## src/rtl/apbr_pkg.sv

```systemverilog
package apbr_pkg;
  typedef enum logic [1:0] {
    PH_IDLE   = 2'd0,
    PH_SETUP  = 2'd1,
    PH_ACCESS = 2'd2
  } phase_e;
endpackage

```

## src/rtl/apbr_decode.sv

```systemverilog
module apbr_decode #(
  parameter int ADDR_W = 32,
  parameter int N_COMP = 4,
  parameter logic [N_COMP*ADDR_W-1:0] BASES = '0,
  parameter logic [N_COMP*ADDR_W-1:0] SIZES = '0
) (
  input  logic [ADDR_W-1:0] addr,
  output logic              hit,
  output logic [N_COMP-1:0] sel_oh
);
  logic [N_COMP-1:0] match;

  for (genvar g = 0; g < N_COMP; g++) begin : g_region
    localparam logic [ADDR_W-1:0] RBASE = BASES[g*ADDR_W +: ADDR_W];
    localparam logic [ADDR_W-1:0] RSIZE = SIZES[g*ADDR_W +: ADDR_W];
    localparam logic [ADDR_W-1:0] RMASK = ~(RSIZE - ADDR_W'(1));
    assign match[g] = ((addr & RMASK) == RBASE);
  end

  // lowest index wins where regions overlap
  always_comb begin
    sel_oh = '0;
    for (int i = N_COMP - 1; i >= 0; i--) begin
      if (match[i]) begin
        sel_oh    = '0;
        sel_oh[i] = 1'b1;
      end
    end
  end

  assign hit = |match;
endmodule

```

## src/rtl/apbr_wake.sv

```systemverilog
module apbr_wake
  import apbr_pkg::*;
(
  input  logic   clk,
  input  logic   rst_n,
  input  logic   cmd_valid,
  input  phase_e phase,
  input  logic   bus_rdy,
  output logic   wake
);
  logic wake_d;

  // keep the line up while work is queued or a transfer is still running
  assign wake_d = cmd_valid
                | (phase == PH_SETUP)
                | ((phase == PH_ACCESS) & ~bus_rdy);

  always_ff @(posedge clk) begin
    if (!rst_n) wake <= 1'b0;
    else        wake <= wake_d;
  end

  assert_wake_hold_R7: assert property (@(posedge clk) disable iff (!rst_n)
    ((phase != PH_IDLE) && !((phase == PH_ACCESS) && bus_rdy)) |=> wake);
endmodule

```

## src/rtl/apbr_phase.sv

```systemverilog
module apbr_phase
  import apbr_pkg::*;
#(
  parameter int ADDR_W = 32,
  parameter int DATA_W = 32,
  parameter int STRB_W = DATA_W / 8,
  parameter int N_COMP = 4
) (
  input  logic              clk,
  input  logic              rst_n,
  input  logic              cmd_valid,
  output logic              cmd_ready,
  input  logic [ADDR_W-1:0] cmd_addr,
  input  logic              cmd_write,
  input  logic [DATA_W-1:0] cmd_wdata,
  input  logic [STRB_W-1:0] cmd_strb,
  input  logic [2:0]        cmd_prot,
  input  logic              hit,
  input  logic [N_COMP-1:0] sel_oh,
  input  logic              wake,
  output phase_e            phase,
  output logic              rsp_valid,
  output logic [DATA_W-1:0] rsp_rdata,
  output logic              rsp_err,
  output logic [N_COMP-1:0] bus_sel,
  output logic              bus_en,
  output logic [ADDR_W-1:0] bus_addr,
  output logic              bus_wr,
  output logic [DATA_W-1:0] bus_wdata,
  output logic [STRB_W-1:0] bus_bytemask,
  output logic [2:0]        bus_attr,
  input  logic              bus_rdy,
  input  logic [DATA_W-1:0] bus_rdata,
  input  logic              bus_fault
);
  phase_e phase_nx;
  logic   done, take;

  assign done      = (phase == PH_ACCESS) & bus_rdy;
  assign cmd_ready = ((phase == PH_IDLE) & wake) | (done & hit);
  assign take      = cmd_valid & cmd_ready;

  always_comb begin
    phase_nx = phase;
    unique case (phase)
      PH_IDLE:   if (take && hit) phase_nx = PH_SETUP;
      PH_SETUP:  phase_nx = PH_ACCESS;
      PH_ACCESS: if (done) phase_nx = take ? PH_SETUP : PH_IDLE;
      default:   phase_nx = PH_IDLE;
    endcase
  end

  always_ff @(posedge clk) begin
    if (!rst_n) begin
      phase        <= PH_IDLE;
      bus_sel      <= '0;
      bus_addr     <= '0;
      bus_wr       <= 1'b0;
      bus_wdata    <= '0;
      bus_bytemask <= '0;
      bus_attr     <= '0;
      rsp_valid    <= 1'b0;
      rsp_rdata    <= '0;
      rsp_err      <= 1'b0;
    end else begin
      phase     <= phase_nx;
      rsp_valid <= done | (take & ~hit);
      if (take && hit) begin
        bus_sel      <= sel_oh;
        bus_addr     <= cmd_addr;
        bus_wr       <= cmd_write;
        bus_wdata    <= cmd_wdata;
        bus_bytemask <= cmd_write ? cmd_strb : '0;
        bus_attr     <= cmd_prot;
      end else if (done) begin
        bus_sel <= '0;
      end
      if (done) begin
        rsp_err   <= bus_fault;
        rsp_rdata <= bus_wr ? '0 : bus_rdata;
      end else if (take && !hit) begin
        rsp_err   <= 1'b1;
        rsp_rdata <= '0;
      end
    end
  end

  assign bus_en = (phase == PH_ACCESS);

  assert_setup_one_cycle_R2: assert property (@(posedge clk) disable iff (!rst_n)
    (phase == PH_SETUP) |=> (bus_en && $stable(bus_sel)));

  assert_hold_in_wait_R3: assert property (@(posedge clk) disable iff (!rst_n)
    ((phase == PH_ACCESS) && !bus_rdy) |=>
      (bus_en && $stable(bus_sel) && $stable(bus_addr) && $stable(bus_wr) &&
       $stable(bus_wdata) && $stable(bus_bytemask) && $stable(bus_attr)));

  assert_read_mask_zero_R5: assert property (@(posedge clk) disable iff (!rst_n)
    ((|bus_sel) && !bus_wr) |-> (bus_bytemask == '0));

  assert_rsp_after_done_R6: assert property (@(posedge clk) disable iff (!rst_n)
    done |=> rsp_valid);

  assert_single_select_R10: assert property (@(posedge clk) disable iff (!rst_n)
    $onehot0(bus_sel));

  assert_miss_local_R11: assert property (@(posedge clk) disable iff (!rst_n)
    (take && !hit) |=> (bus_sel == '0 && rsp_valid && rsp_err));

  assert_accept_window_R12: assert property (@(posedge clk) disable iff (!rst_n)
    take |-> ((phase == PH_IDLE) || done));
endmodule

```

## src/rtl/apb_req_engine.sv

```systemverilog
module apb_req_engine
  import apbr_pkg::*;
#(
  parameter int ADDR_W = 32,
  parameter int DATA_W = 32,
  parameter int N_COMP = 4,
  parameter logic [N_COMP*ADDR_W-1:0] BASES =
    {32'h0000_8000, 32'h0000_0000, 32'h0000_1000, 32'h0000_0000},
  parameter logic [N_COMP*ADDR_W-1:0] SIZES =
    {32'h0000_4000, 32'h0000_4000, 32'h0000_1000, 32'h0000_1000}
) (
  input  logic                  clk,
  input  logic                  rst_n,
  input  logic                  cmd_valid,
  output logic                  cmd_ready,
  input  logic [ADDR_W-1:0]     cmd_addr,
  input  logic                  cmd_write,
  input  logic [DATA_W-1:0]     cmd_wdata,
  input  logic [DATA_W/8-1:0]   cmd_strb,
  input  logic [2:0]            cmd_prot,
  output logic                  rsp_valid,
  output logic [DATA_W-1:0]     rsp_rdata,
  output logic                  rsp_err,
  output logic [N_COMP-1:0]     bus_sel,
  output logic                  bus_en,
  output logic [ADDR_W-1:0]     bus_addr,
  output logic                  bus_wr,
  output logic [DATA_W-1:0]     bus_wdata,
  output logic [DATA_W/8-1:0]   bus_bytemask,
  output logic [2:0]            bus_attr,
  output logic                  bus_wake,
  input  logic                  bus_rdy,
  input  logic [DATA_W-1:0]     bus_rdata,
  input  logic                  bus_fault
);
  localparam int STRB_W = DATA_W / 8;

  logic              hit;
  logic [N_COMP-1:0] sel_oh;
  phase_e            phase;

  apbr_decode #(
    .ADDR_W(ADDR_W), .N_COMP(N_COMP), .BASES(BASES), .SIZES(SIZES)
  ) u_decode (
    .addr(cmd_addr), .hit(hit), .sel_oh(sel_oh)
  );

  apbr_wake u_wake (
    .clk(clk), .rst_n(rst_n), .cmd_valid(cmd_valid),
    .phase(phase), .bus_rdy(bus_rdy), .wake(bus_wake)
  );

  apbr_phase #(
    .ADDR_W(ADDR_W), .DATA_W(DATA_W), .STRB_W(STRB_W), .N_COMP(N_COMP)
  ) u_phase (
    .clk(clk), .rst_n(rst_n),
    .cmd_valid(cmd_valid), .cmd_ready(cmd_ready),
    .cmd_addr(cmd_addr), .cmd_write(cmd_write), .cmd_wdata(cmd_wdata),
    .cmd_strb(cmd_strb), .cmd_prot(cmd_prot),
    .hit(hit), .sel_oh(sel_oh), .wake(bus_wake), .phase(phase),
    .rsp_valid(rsp_valid), .rsp_rdata(rsp_rdata), .rsp_err(rsp_err),
    .bus_sel(bus_sel), .bus_en(bus_en), .bus_addr(bus_addr), .bus_wr(bus_wr),
    .bus_wdata(bus_wdata), .bus_bytemask(bus_bytemask), .bus_attr(bus_attr),
    .bus_rdy(bus_rdy), .bus_rdata(bus_rdata), .bus_fault(bus_fault)
  );

  // select and wake come from different submodules
  assert_select_has_wake_R8: assert property (@(posedge clk) disable iff (!rst_n)
    (|bus_sel) |-> bus_wake);

  assert_rise_after_wake_R8: assert property (@(posedge clk) disable iff (!rst_n)
    ((bus_sel == '0) && !bus_wake) |=> (bus_sel == '0));
endmodule

```

## config.mk

```make
export PLATFORM = sky130hd
export DESIGN_NAME = apb_req_engine
export DESIGN_NICKNAME = d
export VERILOG_FILES = /design/src/rtl/apbr_pkg.sv /design/src/rtl/apbr_decode.sv /design/src/rtl/apbr_wake.sv /design/src/rtl/apbr_phase.sv /design/src/rtl/apb_req_engine.sv
export SDC_FILE = /design/constraint.sdc
export NUM_CORES = 1
export LEC_CHECK = 0
export ABC_AREA = 1
export CAP_MARGIN = 20
export CORE_AREA = 2 2 103 130
export CTS_BUF_LIST = sky130_fd_sc_hd__clkbuf_16
export CTS_CLUSTER_SIZE = 28
export DETAILED_ROUTE_END_ITERATION = 16
export DIE_AREA = 0 0 105 132
export PLACE_DENSITY = 0.75
export SLEW_MARGIN = 20
export SYNTH_ARGS = -nofsm -noshare
export SYNTH_HDL_FRONTEND = slang
export SYNTH_HIERARCHICAL = 1
export SYNTH_SLANG_ARGS = --single-unit
```

## constraint.sdc

```tcl
create_clock -name clk -period 1.7 [get_ports clk]
set_clock_uncertainty 0.05 [all_clocks]
set_input_delay 0.17 -clock clk [delete_from_list [all_inputs] [get_ports clk]]
set_output_delay 0.17 -clock clk [all_outputs]
set_load 0.03 [all_outputs]
```

# After elaboration in Yosys (flattened, before gate mapping)

Index checks and enable logic that the tools add are counted.
W data, S select, Z words.

Memory bits (writable): 0
Output and inout bits: 113
Memories kept: 0
Register bits: 113
Bits in latches: 0
ROM bits: 0
Input bits: 109

Equal/unequal tests: 6
Multipliers: 0
Shift-type cells: 0
Divide/modulo/power cells: 0
Bitwise gates (word level): 12
$lt $le $gt $ge: 0
Multiplexer cells: 16
Add/sub/neg operators: 0
Reductions and logical operators: 10

Operator list:

| operator              | count |
|---|---|
| $mux W32              | 3 |
| $logic_not A32 Y1     | 2 |
| $mux W4               | 7 |
| $eq A20 B1 Y1 const B | 1 |
| $eq A18 B2 Y1 const B | 1 |
| $and A1 B1 Y1         | 6 |
| $pmux W2 S3           | 1 |
| $mux W2               | 2 |
| $or A1 B1 Y1          | 4 |
| $reduce_bool A2 Y1    | 2 |
| $reduce_or A4 Y1      | 1 |
| $mux W1               | 3 |
| $eq A2 B1 Y1 const B  | 1 |
| $eq A2 B2 Y1 const B  | 1 |
| $logic_and A1 B1 Y1   | 2 |
| $logic_not A2 Y1      | 1 |
| $ne A2 B1 Y1 const B  | 1 |
| $ne A2 B2 Y1 const B  | 1 |
| $not A1 Y1            | 2 |
| $reduce_and A2 Y1     | 1 |
| $logic_not A1 Y1      | 1 |

# Depth between registers and ports, before layout

Depth in word-level cells: 8
Gate-level depth with buffers: 13
Gate-level depth less buffers: 11

# By module

The synthesis kept the hierarchy.

Modules (own cells, without submodules):

| module      | instances | sequential area each (µm²) | area an instance (µm²) | cells each |
|---|---|---|---|---|
| apbr_phase  | 1         | 2,242.2                    | 4,246.6                | 523 |
| apbr_decode | 1         | 0.0                        | 150.1                  | 32 |
| apbr_wake   | 1         | 20.0                       | 60.1                   | 11 |

# Worst setup path before layout

No wires, ideal clock.

Path kind: input to register
Start point: input cmd_addr[29]
End point: register u_phase.bus_addr[0]
Path slack: -0.035 ns
Library setup time: 0.132 ns
Cell stages on the path: 12
Arrival time: 1.553 ns
Buffers on the path: 3
Data required time: 1.518 ns
Path through: or2_4 nor2_4 nand3_2 inv_1 buf_4 nand4_1 nand2_2 nand3_2 buf_6 buf_4 nand2_1 a21oi_1

Longest elaborated chain between the ends: 6

Ends and longest elaborated chain:

| item                                  | line                 | text |
|---|---|---|
| start, declared                       | apb_req_engine.sv:16 | `input logic [ADDR_W-1:0] cmd_addr,` |
| $eq A20 B1 Y1 (tied with other cells) | apbr_decode.sv:17    | `assign match[g] = ((addr & RMASK) == RBASE);` |
| $reduce_or A4 Y1 (*)                  | apbr_decode.sv:31    | `assign hit = \|match;` |
| named net hit                         | apb_req_engine.sv:38 | `logic hit;` |
| $and A1 B1 Y1                         | apbr_phase.sv:40     | `assign cmd_ready = ((phase == PH_IDLE) & wake) \| (done & hit);` |
| $or A1 B1 Y1                          | apbr_phase.sv:40     |  |
| $and A1 B1 Y1                         | apbr_phase.sv:41     | `assign take = cmd_valid & cmd_ready;` |
| $logic_and A1 B1 Y1 (*)               | apbr_phase.sv:68     | `if (take && hit) begin` |
| end signal, assigned                  | apbr_phase.sv:70     | `bus_addr <= cmd_addr;` |
| end, declared                         | apbr_phase.sv:27     | `output logic [ADDR_W-1:0] bus_addr,` |

The timed path passes the listed nets; every way through them passes the cells marked *.
A chain may end at the register's enable or synchronous reset.

# Worst setup path in the final report

Start point: register u_phase.rsp_rdata[17]
End point: output rsp_rdata[17]

RTL lines:

| item                   | line                 | text |
|---|---|---|
| start, declared        | apbr_phase.sv:23     | `output logic [DATA_W-1:0] rsp_rdata,` |
| start signal, assigned | apbr_phase.sv:80     | `rsp_rdata <= bus_wr ? '0 : bus_rdata;` |
| end, declared          | apb_req_engine.sv:22 | `output logic [DATA_W-1:0] rsp_rdata,` |

No word-level cell between the ends.

==> results.ini <==
[setup_path]
cp-startpoint = u_phase/rsp_rdata[17]
worstReg2RegStart = u_phase/phase[1]
critical_path_buf_inv_count = 1
r2r_cells = 8
critical-path-max-stage-delay_ps = 710
reg2reg_slack_ps = 150
end_kind = output pin
cp_num_cells = 1
endpoint = rsp_rdata[17]
path_max_fanout = 2
crit_family = buffers and inverters
reg2reg_to = u_phase/bus_addr[8]
arrival_ps = 1450
path_cells = clkdlybuf4s50_1
startpoint_type = flip-flop
critPathRequiredTime_ps = 1480
crit_slowest_cell = clkdlybuf4s50_1
criticalPathCategory = flip-flop to output pin

[yosys]
syn_area_sq_mm = 0.00446
syn_nets = 675
yosysWarnings = 6
syn-mean-instance-area_sq_um = 7.87
synth_cell_types = 20
synth_cells = 566
synth_seq_area_share = 0.508
ys_ff_latch = 113

[clock_network]
cts_buffer_depth = 2
clkSlewWorstSetupHoldPaths_ps = 60
clkLatencyLatePin_ps = 390
hold_buffers = 0
cts_tree = built
numCtsBuffers = 17
clock-sinks = 113
cts-root-buf = clkbuf_16
htreeDepth = 4

[timing]
layout_min_cycle_time_ps = 1670
setup_viol = 0
max_freq_ghz = 0.599
setup_ws_ps = 31.3
slew_headroom = 0.736
worst_pin_slew_ps = 396
drv_slew = 0
rsz0062_at_grt = no
period_share = 0.982
whs_ps = 6.22
hold_viol = 0

[global_route]
overflow = 0
grt_max_degree = 66
grt_pass1_wl_um = 24500
grt_antenna_before_repair = 0
grt_usage = 0.220
grt_pass1_vias = 4947

[floorplan]
initial_core_util = 0.355
die_w_um = 105
die_area_sq_mm = 0.0139
row_count = 46
die_y_um = 132
coreArea_sq_mm = 0.0125
pin_count = 222

[detailed_routing]
drt_iter0_markers = 265
wl_um = 16000
drtPass1Iterations = 5
drc = 0
postRouteAntennaNets = 0
via_count = 4992
wl_per_cell_um = 16.5
via_per_inst = 5.13

[power]
p_comb_frac = 0.075
p_per_area_mw_per_mm2 = 840
clkPwrFrac = 0.521
p_int_mw = 5.20
net-switching-power_mw = 1.38
power_frac_seq = 0.404
ir_drop_uv = 595
sw_frac_of_total = 0.210
p_leak_nw = 2.95

[layout]
drive_above_1_share = 0.118
finalNonFillerCells = 974
fill_cells = 1100
fin_area_sq_mm = 0.00784
area_delta_synth_final_pct = 75.8
nets = 902
antenna_cells = 0

[placement]
dp.cells = 923
hpwl_um = 10600
place_congestion = 0.821
dpl_worst_slack_ps = -473
port_buffers = 221
place_area_sq_mm = 0.00690

[hold_path]
hp-class = primary input to flip-flop

[status]
status = complete, no violations

[flow_run]
cap_viol_max_count = 0

-- synth_stat cells --
library cell,instances,share of area
nand2_1,119,0.10
nor2_2,5,0.0070
or2_4,1,0.0020
nor3_1,1,0.0011
nand2_2,2,0.0028
a21oi_1,109,0.12
buf_4,7,0.012
buf_2,19,0.021
buf_1,4,0.0034
nor2_1,21,0.018
nor2_4,1,0.0025
buf_6,2,0.0051
inv_2,1,0.00084
dfxtp_1,113,0.51
o21ai_0,1,0.0011
nand3_1,37,0.042
nand3_2,3,0.0067
clkbuf_1,24,0.020
inv_1,18,0.015
nand4_1,78,0.11
-- worst min path at each step --
stage	start	endpoint	slack, ps	depth (start not counted)
2_1_floorplan	rst_n	u_wake/wake	230	2
3_3_place_gp	u_phase/bus_wdata[30]	u_phase/bus_wdata[30]	400	2
3_5_place_dp	u_phase/bus_wdata[15]	u_phase/bus_wdata[15]	400	2
4_1_cts	cmd_addr[21]	u_phase/bus_addr[21]	130	3
5_1_grt	cmd_addr[23]	u_phase/bus_addr[23]	9	3
6_report	cmd_addr[23]	u_phase/bus_addr[23]	6	3
-- flip-flops by register name, summed over array words and instances, names as in the netlist --
signal                count
u_phase/phase             2
u_phase/bus_sel           4
u_phase/bus_wdata        32
u_phase/bus_wr            1
u_phase/rsp_valid         1
u_phase/bus_bytemask      4
u_phase/rsp_err           1
u_phase/bus_attr          3
u_phase/rsp_rdata        32
u_wake/wake               1
u_phase/bus_addr         32
-- power by group through the flow --
stage               Combinational [mW]  Sequential [mW]  Clock [mW]
floorplan                        0.128             2.72           0
finish                           0.494             2.66        3.43
global route                     0.522             2.65        3.63
global placement                 0.459             2.71           0
detailed placement               0.462             2.71           0
CTS                              0.488             2.66        3.50
-- cell type report --
type / count / area, sq um / share of cell area
Multi-Input combinational cell: 379 / 1890 / 0.242
Clock buffer: 17 / 425 / 0.0543
Clock inverter: 15 / 153 / 0.0195
Sequential cell: 113 / 2260 / 0.289
Timing Repair Buffer: 263 / 2820 / 0.360
Inverter: 19 / 72.6 / 0.00926
Tap cell: 168 / 210 / 0.0268
-- timing repair --
action,CTS,global route
setup endpoints to repair,29,32
pin swaps,17,16
gates resized for setup,27,30
setup buffers,10,0
cloned,3,6
-- through the flow --
stage,util,total power [mW],setup TNS [ps]
finish,0.624,6.58,0
global placement,0.550,3.17,-33300
CTS,0.610,6.65,0
detailed placement,0.550,3.17,-43190
floorplan,-,2.85,-107
global route,0.624,6.80,0
-- per-layer routing --
metal,track usage,vias up,wire length [um],part of all wire
li1,-,2419,-,-
met1,0.240,2331,6180,0.39
met2,0.386,199,8310,0.52
met3,0.0598,43,896,0.056
met4,0.113,0,637,0.040
met5,0,-,0,0
-- worst min-delay path: cells and delay by family --
family / cells / cell delay (ps)
AOI/OAI and AO/OA: 1 / 60
and+or+nand+nor: 1 / 80
buffers and inverters: 1 / 100
-- logic make-up (layout without fill, tap and decap cells) --
| logic type | Yosys count | after routing | share of synthesized area |
|---|---|---|---|
| AND/OR/NAND/NOR | 268 | 269 | 0.291 |
| flip-flops | 113 | 113 | 0.508 |
| AO/OA/AOI/OAI | 110 | 110 | 0.124 |
| buffers and inverters | 75 | 314 | 0.0778 |
-- cells in the final DEF, fill, tap and decap left out, types with 2 or more instances in the layout --
cell,netlist,layout
a21oi_1,109,107
a21oi_2,0,2
buf_12,0,11
buf_16,0,3
buf_4,7,22
buf_6,2,3
bufinv_16,0,3
clkbuf_16,0,21
clkdlybuf4s15_1,0,8
clkdlybuf4s50_1,0,189
clkinv_2,0,6
clkinvlp_4,0,3
dfxtp_1,113,113
dlygate4sd2_1,0,8
dlymetal6s2s_1,0,12
inv_1,18,19
inv_2,1,2
nand2_1,119,119
nand3_1,37,37
nand3_2,3,2
nand3_4,0,2
nand4_1,78,78
nor2_1,21,18
nor2_2,5,8
No activity file was read; power rests on OpenSTA's default activity.
